`src/rtl/aging_lru_pkg.sv`:
```
package aging_lru_pkg;

  localparam int unsigned AGE_W = 8;

  typedef logic [AGE_W-1:0] age_t;

  typedef enum logic [1:0] {
    SCAN_IDLE   = 2'd0,
    SCAN_RUN    = 2'd1,
    SCAN_REPORT = 2'd2
  } scan_state_e;

endpackage

```
`src/rtl/lru_ref_bits.sv`:
```
module lru_ref_bits #(
  parameter int unsigned NUM_FRAMES  = 16,
  parameter int unsigned FRAME_IDX_W = 4
) (
  input  logic                   clk,
  input  logic                   rst,
  input  logic                   acc_valid,
  input  logic [FRAME_IDX_W-1:0] acc_frame,
  input  logic                   clr_valid,
  input  logic [FRAME_IDX_W-1:0] clr_frame,
  input  logic                   age_fire,
  output logic [NUM_FRAMES-1:0]  ref_q
);

  for (genvar i = 0; i < NUM_FRAMES; i++) begin : g_flag
    logic hit_acc;
    logic hit_clr;

    assign hit_acc = acc_valid && (acc_frame == FRAME_IDX_W'(i));
    assign hit_clr = clr_valid && (clr_frame == FRAME_IDX_W'(i));

    // aging and clearing drop the flag first; a same-cycle access sets it again
    always_ff @(posedge clk) begin
      if (rst) begin
        ref_q[i] <= 1'b0;
      end else begin
        ref_q[i] <= hit_acc | (ref_q[i] & ~age_fire & ~hit_clr);
      end
    end
  end

endmodule

```
`src/rtl/lru_history.sv`:
```
module lru_history
  import aging_lru_pkg::*;
#(
  parameter int unsigned NUM_FRAMES = 16
) (
  input  logic                  clk,
  input  logic                  rst,
  input  logic                  age_fire,
  input  logic [NUM_FRAMES-1:0] ref_q,
  output age_t                  hist_q [NUM_FRAMES]
);

  for (genvar i = 0; i < NUM_FRAMES; i++) begin : g_hist
    always_ff @(posedge clk) begin
      if (rst) begin
        hist_q[i] <= '0;
      end else if (age_fire) begin
        hist_q[i] <= {ref_q[i], hist_q[i][AGE_W-1:1]};
      end
    end
  end

endmodule

```
`src/rtl/lru_victim_scan.sv`:
```
module lru_victim_scan
  import aging_lru_pkg::*;
#(
  parameter int unsigned NUM_FRAMES  = 16,
  parameter int unsigned FRAME_IDX_W = 4
) (
  input  logic                   clk,
  input  logic                   rst,
  input  logic                   start,
  input  age_t                   hist [NUM_FRAMES],
  output logic                   busy,
  output logic                   done,
  output logic [FRAME_IDX_W-1:0] victim
);

  localparam logic [FRAME_IDX_W-1:0] LAST_IDX = FRAME_IDX_W'(NUM_FRAMES - 1);

  scan_state_e            state_q;
  logic [FRAME_IDX_W-1:0] scan_idx_q;
  logic [FRAME_IDX_W-1:0] best_idx_q;
  age_t                   best_val_q;
  age_t                   cur_val;
  logic                   cur_lower;

  assign cur_val   = hist[scan_idx_q];
  // strict compare keeps the earliest frame on ties
  assign cur_lower = cur_val < best_val_q;

  always_ff @(posedge clk) begin
    if (rst) begin
      state_q    <= SCAN_IDLE;
      scan_idx_q <= '0;
      best_idx_q <= '0;
      best_val_q <= '1;
      victim     <= '0;
    end else begin
      unique case (state_q)
        SCAN_RUN: begin
          if (cur_lower) begin
            best_val_q <= cur_val;
            best_idx_q <= scan_idx_q;
          end
          if (scan_idx_q == LAST_IDX) begin
            state_q <= SCAN_REPORT;
            victim  <= cur_lower ? scan_idx_q : best_idx_q;
          end else begin
            scan_idx_q <= scan_idx_q + 1'b1;
          end
        end
        default: begin
          if (start) begin
            state_q    <= SCAN_RUN;
            scan_idx_q <= '0;
            best_idx_q <= '0;
            best_val_q <= '1;
          end else begin
            state_q <= SCAN_IDLE;
          end
        end
      endcase
    end
  end

  assign busy = (state_q == SCAN_RUN);
  assign done = (state_q == SCAN_REPORT);

endmodule

```
`src/rtl/aging_lru_unit.sv`:
```
module aging_lru_unit
  import aging_lru_pkg::*;
#(
  parameter int unsigned NUM_FRAMES  = 16,
  parameter int unsigned FRAME_IDX_W = (NUM_FRAMES > 1) ? $clog2(NUM_FRAMES) : 1
) (
  input  logic                   clk,
  input  logic                   rst,
  input  logic                   acc_valid,
  input  logic [FRAME_IDX_W-1:0] acc_frame,
  input  logic                   tick,
  input  logic                   clr_valid,
  input  logic [FRAME_IDX_W-1:0] clr_frame,
  input  logic                   vic_req,
  output logic                   vic_busy,
  output logic                   vic_done,
  output logic [FRAME_IDX_W-1:0] vic_frame
);

  logic [NUM_FRAMES-1:0] ref_q;
  age_t                  hist_q [NUM_FRAMES];
  logic                  scan_busy;
  logic                  age_pend_q;
  logic                  age_fire;

  // histories stay frozen while the scan walks them
  assign age_fire = (tick | age_pend_q) & ~scan_busy;

  always_ff @(posedge clk) begin
    if (rst) begin
      age_pend_q <= 1'b0;
    end else begin
      age_pend_q <= (tick & scan_busy) | (age_pend_q & ~age_fire);
    end
  end

  lru_ref_bits #(
    .NUM_FRAMES (NUM_FRAMES),
    .FRAME_IDX_W(FRAME_IDX_W)
  ) u_ref (
    .clk      (clk),
    .rst      (rst),
    .acc_valid(acc_valid),
    .acc_frame(acc_frame),
    .clr_valid(clr_valid),
    .clr_frame(clr_frame),
    .age_fire (age_fire),
    .ref_q    (ref_q)
  );

  lru_history #(
    .NUM_FRAMES(NUM_FRAMES)
  ) u_hist (
    .clk     (clk),
    .rst     (rst),
    .age_fire(age_fire),
    .ref_q   (ref_q),
    .hist_q  (hist_q)
  );

  lru_victim_scan #(
    .NUM_FRAMES (NUM_FRAMES),
    .FRAME_IDX_W(FRAME_IDX_W)
  ) u_scan (
    .clk   (clk),
    .rst   (rst),
    .start (vic_req),
    .hist  (hist_q),
    .busy  (scan_busy),
    .done  (vic_done),
    .victim(vic_frame)
  );

  assign vic_busy = scan_busy;

endmodule

```
`config.mk`:
```
export PLATFORM = sky130hd
export DESIGN_NAME = aging_lru_unit
export DESIGN_NICKNAME = d
export VERILOG_FILES = /design/src/rtl/aging_lru_pkg.sv /design/src/rtl/lru_ref_bits.sv /design/src/rtl/lru_history.sv /design/src/rtl/lru_victim_scan.sv /design/src/rtl/aging_lru_unit.sv
export SDC_FILE = /design/constraint.sdc
export NUM_CORES = 1
export LEC_CHECK = 0
export BUFFER_PORTS_ARGS = -buffer_cell sky130_fd_sc_hd__clkbuf_2
export CORE_MARGIN = 5
export CORE_UTILIZATION = 50
export DETAILED_ROUTE_END_ITERATION = 12
export PLACE_DENSITY = 0.72
export SLEW_MARGIN = 20
export SYNTH_ARGS = -nofsm -noshare
export SYNTH_HDL_FRONTEND = slang
export SYNTH_HIERARCHICAL = 1
export SYNTH_SLANG_ARGS = --single-unit
```
`constraint.sdc`:
```
create_clock -name clk -period 6.4 [get_ports clk]
set_input_delay 0.64 -clock clk [delete_from_list [all_inputs] [get_ports clk]]
set_output_delay 0.64 -clock clk [all_outputs]
set_load 0.005 [all_outputs]
```
==> metrics.log <==
[metrics] wire length of the first global-routing pass: 24930 µm
[metrics] Synth top cells by count: 167 x sky130_fd_sc_hd__dfxtp_1, 159 x sky130_fd_sc_hd__nor2_1, 146 x sky130_fd_sc_hd__mux2i_1, 36 x sky130_fd_sc_hd__mux4_2, 21 x sky130_fd_sc_hd__clkbuf_1
[metrics] count of antenna diodes in the layout: 0
[metrics] final number of max-transition violations: 0
[metrics] detailed-route via count: 5024
[metrics] post-synthesis average cell area: 11.10 µm²
[metrics] footprint of the flip-flops and latches: 3346 µm²
[metrics] most area-consuming cells after synthesis: sky130_fd_sc_hd__dfxtp_1 44%, sky130_fd_sc_hd__mux2i_1 19%, sky130_fd_sc_hd__mux4_2 11%
[metrics] Max VDD drop: 0.0001831 V
[metrics] Synth Net Count: 703
[metrics] top cell type's share of synthesized area: 44.23%
[metrics] Slew @ Worst Pin: 977.2 ps
[metrics] post-synthesis to final-layout area growth: 7.598%
[metrics] reported max-cap violation count: 0
[metrics] antenna violations before repair: 0
[metrics] Tcrit/Tclk final: 62.16%
[metrics] Worst setup startpoint: u_scan/scan_idx_q[0]
[metrics] path category of the worst min-delay check: reg2reg
[metrics] overall die width: 133.0 µm
[metrics] FF+latch count, synth: 167
[metrics] share of the yosys chip area belonging to registers: 44.23%
[metrics] Layout Nets: 700
[metrics] ratio of cells with drive above 1 in the final layout: about 15%
[metrics] number of buffers added to fix hold violations after cts: 0
[metrics] final global-route overflow total: 0
[metrics] required time reported for the critical path endpoint: 6750 ps
[metrics] total CTS buffers: 17
[metrics] Resize count post-CTS: 0
[metrics] Yosys cell types: 44
[metrics] Yosys Warn Count: 6
[metrics] EDFF count, synth: 0
[metrics] Placeable Area: 15030 µm²
[metrics] die outline height: about 130 µm
[metrics] kind of critical path: reg2reg
[metrics] DRT Wirelength: about 15000 µm
[metrics] total clock sinks: 167
[metrics] Pwr per Cell Area: 277.4 nW/µm²
[metrics] final clock skew: between 7 and 8 ps
[metrics] I/O pin count: 20
[metrics] source of the worst hold timing path: u_scan/best_idx_q[2]
[metrics] IO Port Bufs: 19
[metrics] unrepaired setup endpoints after global routing: no
[metrics] run status: finished clean
[metrics] number of endpoints failing setup at the final stage: 0
[metrics] layout filler cell count: 1271
[metrics] post-synthesis cell type with the largest combined area: sky130_fd_sc_hd__dfxtp_1
[metrics] initial core utilization: 50.28%
[metrics] Detail Route Antenna Nets: 0
[metrics] worst rel slew slack: between 30% and 40%
[metrics] count of unresolved DRC violations after routing: 0
[metrics] TritonRoute pass-1 iters: 4
[metrics] launching point of the worst reg2reg path: u_scan/scan_idx_q[0]
[metrics] maximum number of pins on one net before global-route repair: 100
[metrics] TritonCTS clock tree: built
[metrics] clock-pin slew reported for the worst setup and hold paths after clock tree synthesis: approximately 60 ps
[metrics] clock latency on the worst-skew pair: 420 ps
[metrics] Clock Path Buffers: 2
[metrics] Post-Synthesis Cells: 681
[metrics] category of the worst setup path launch point: flip-flop
[metrics] DR vias/cell: 5.716
[metrics] Leak: 3.217 nW
[metrics] fmax: ~250 MHz
[metrics] clock tree root buffer cell: sky130_fd_sc_hd__clkbuf_16
[metrics] arrival time of data at the critical path endpoint: between 4000 and 5000 ps
[metrics] vias in the first global route: 4923
[metrics] routability cong.: just under 0.9
[metrics] time the worst path needs with I/O delays and setup: slightly below 4000 ps
[metrics] predominant post-synthesis flop cell: sky130_fd_sc_hd__dfxtp_1
[metrics] post-synthesis cell area: 7558 µm²
[metrics] dominant cell by count in the synthesized netlist: sky130_fd_sc_hd__dfxtp_1
[metrics] Die Outline Area: 17680 µm²
[metrics] post-CTS setup-driven buffer insertion count: 0
[metrics] Setup crit end kind: flip-flop
[metrics] area of combinational cells with multiple inputs: roughly 3800 µm²
[metrics] final worst setup slack: 2422 ps
[metrics] number of core rows: 45
[metrics] all-layer global routing usage: 17.22%
[metrics] share of synthesized flip-flops with an asynchronous set or reset: 0%
[metrics] Starting DRT DRC Count: around 330
[metrics] setup TNS: 0 ps
[metrics] CP Max Fanout: 39
[metrics] post-DR wirelength/cell: about 17 µm
[metrics] placement-stage worst setup slack: 2418 ps
[metrics] total half-perimeter wirelength after legalization and detailed placement: 9832 µm
[metrics] H-tree Lvls: 4
[metrics] final hold violations: 0
## metal layers
metal,wire length (µm),track usage [%]
met4,350,6.697
met1,6733,21.95
met3,427,4.106
met5,0,0
met2,7233,28.33
## layout by cell type, fill, tap and decap left out, types with 2 or more instances in the layout
cell type                    count
sky130_fd_sc_hd__clkinvlp_4      2
sky130_fd_sc_hd__nor2b_1         2
sky130_fd_sc_hd__nand2b_1        5
sky130_fd_sc_hd__nand2_1        14
sky130_fd_sc_hd__nor3b_2         2
sky130_fd_sc_hd__dfxtp_1       165
sky130_fd_sc_hd__a21oi_1         6
sky130_fd_sc_hd__and3b_1         2
sky130_fd_sc_hd__clkinv_2        3
sky130_fd_sc_hd__nor3_1          8
sky130_fd_sc_hd__nand4_1         5
sky130_fd_sc_hd__clkbuf_8        3
sky130_fd_sc_hd__nor3b_1         3
sky130_fd_sc_hd__bufinv_16       3
sky130_fd_sc_hd__clkbuf_16      17
sky130_fd_sc_hd__clkinv_4        2
sky130_fd_sc_hd__and4b_1         2
sky130_fd_sc_hd__ha_1            8
sky130_fd_sc_hd__o21ai_0         6
sky130_fd_sc_hd__inv_1           9
sky130_fd_sc_hd__or2_2           2
sky130_fd_sc_hd__buf_4           6
sky130_fd_sc_hd__mux2i_1       146
sky130_fd_sc_hd__or3_1           2
sky130_fd_sc_hd__nand3_1         9
sky130_fd_sc_hd__a32o_1         16
sky130_fd_sc_hd__o22ai_1         2
sky130_fd_sc_hd__a211oi_1        5
sky130_fd_sc_hd__mux4_2         36
sky130_fd_sc_hd__dfxtp_2         2
sky130_fd_sc_hd__clkbuf_2       18
sky130_fd_sc_hd__and3_1          2
sky130_fd_sc_hd__nor2_1        158
sky130_fd_sc_hd__and2b_1         3
## registers in the layout, indices dropped and copies added, names as in the netlist
register and cells:
u_scan/best_idx_q 4, u_scan/scan_idx_q 4, u_hist/hist_q 128, u_scan/best_val_q 8, u_scan/state_q 2, u_scan/victim 4, age_pend_q 1, u_ref/ref_q 16
## area by class of cell
cell class              instances  area share, %
multi-input cells             457          46.22
flip-flops and latches        167          41.14
clock buffers                  21          5.785
well taps                     188          2.892
clock inverters                11          1.800
repair buffers                 24          1.662
inverters                      11         0.5077
## critical path, stage by stage, from the launching register on
cell                      delay, ps
sky130_fd_sc_hd__dfxtp_2        310
sky130_fd_sc_hd__buf_4          510
sky130_fd_sc_hd__mux4_2         620
sky130_fd_sc_hd__mux4_2         510
sky130_fd_sc_hd__ha_1           310
sky130_fd_sc_hd__nand2_1         50
sky130_fd_sc_hd__o21ai_0        620
sky130_fd_sc_hd__nor3_1         180
sky130_fd_sc_hd__a31oi_4        510
sky130_fd_sc_hd__mux2i_1        250
## through the flow
| step | util, % | hold WS [ps] | std cells | cell area (µm²) | power (mW) |
|---|---|---|---|---|---|
| after floorplan | - | 438.4 | 681 | 7559 | 1.230 |
| after global placement | 50.00 | 453.3 | 847 | 7516 | 1.228 |
| after detailed placement | 50.00 | 455.9 | 847 | 7516 | 1.231 |
| after CTS | 54.10 | 465.6 | 879 | 8133 | 2.274 |
| after global routing | 54.10 | 482.2 | 879 | 8133 | 2.332 |
| final | 54.10 | 468.3 | 879 | 8133 | 2.256 |
## worst paths after layout
| kind | depth (start not counted) | slack (ps) | end |
|---|---|---|---|
| setup / recovery | 9 | 2420 | u_scan/best_val_q[1] |
| hold / removal | 2 | 470 | u_scan/best_idx_q[2] |
| setup reg to reg | 9 | 2420 | u_scan/best_val_q[1] |
| hold reg to reg | 2 | 470 | u_scan/best_idx_q[2] |
## kinds of logic after synthesis
| logic type | share of synthesized area (%) |
|---|---|
| and+or+nand+nor | 13.08 |
| muxes | 30.61 |
| DFF | 44.23 |
| buffers and inverters | 6.141 |
| AOI/OAI and AO/OA | 4.619 |
| adders and majority gates | 1.324 |
## power breakdown
group	switching (mW)	internal, mW
clock	0.402	0.645
combinational	0.0891	0.0608
sequential	0.00879	1.05
total	0.500	1.76
Note: power is estimated with default switching activity, not from simulation.
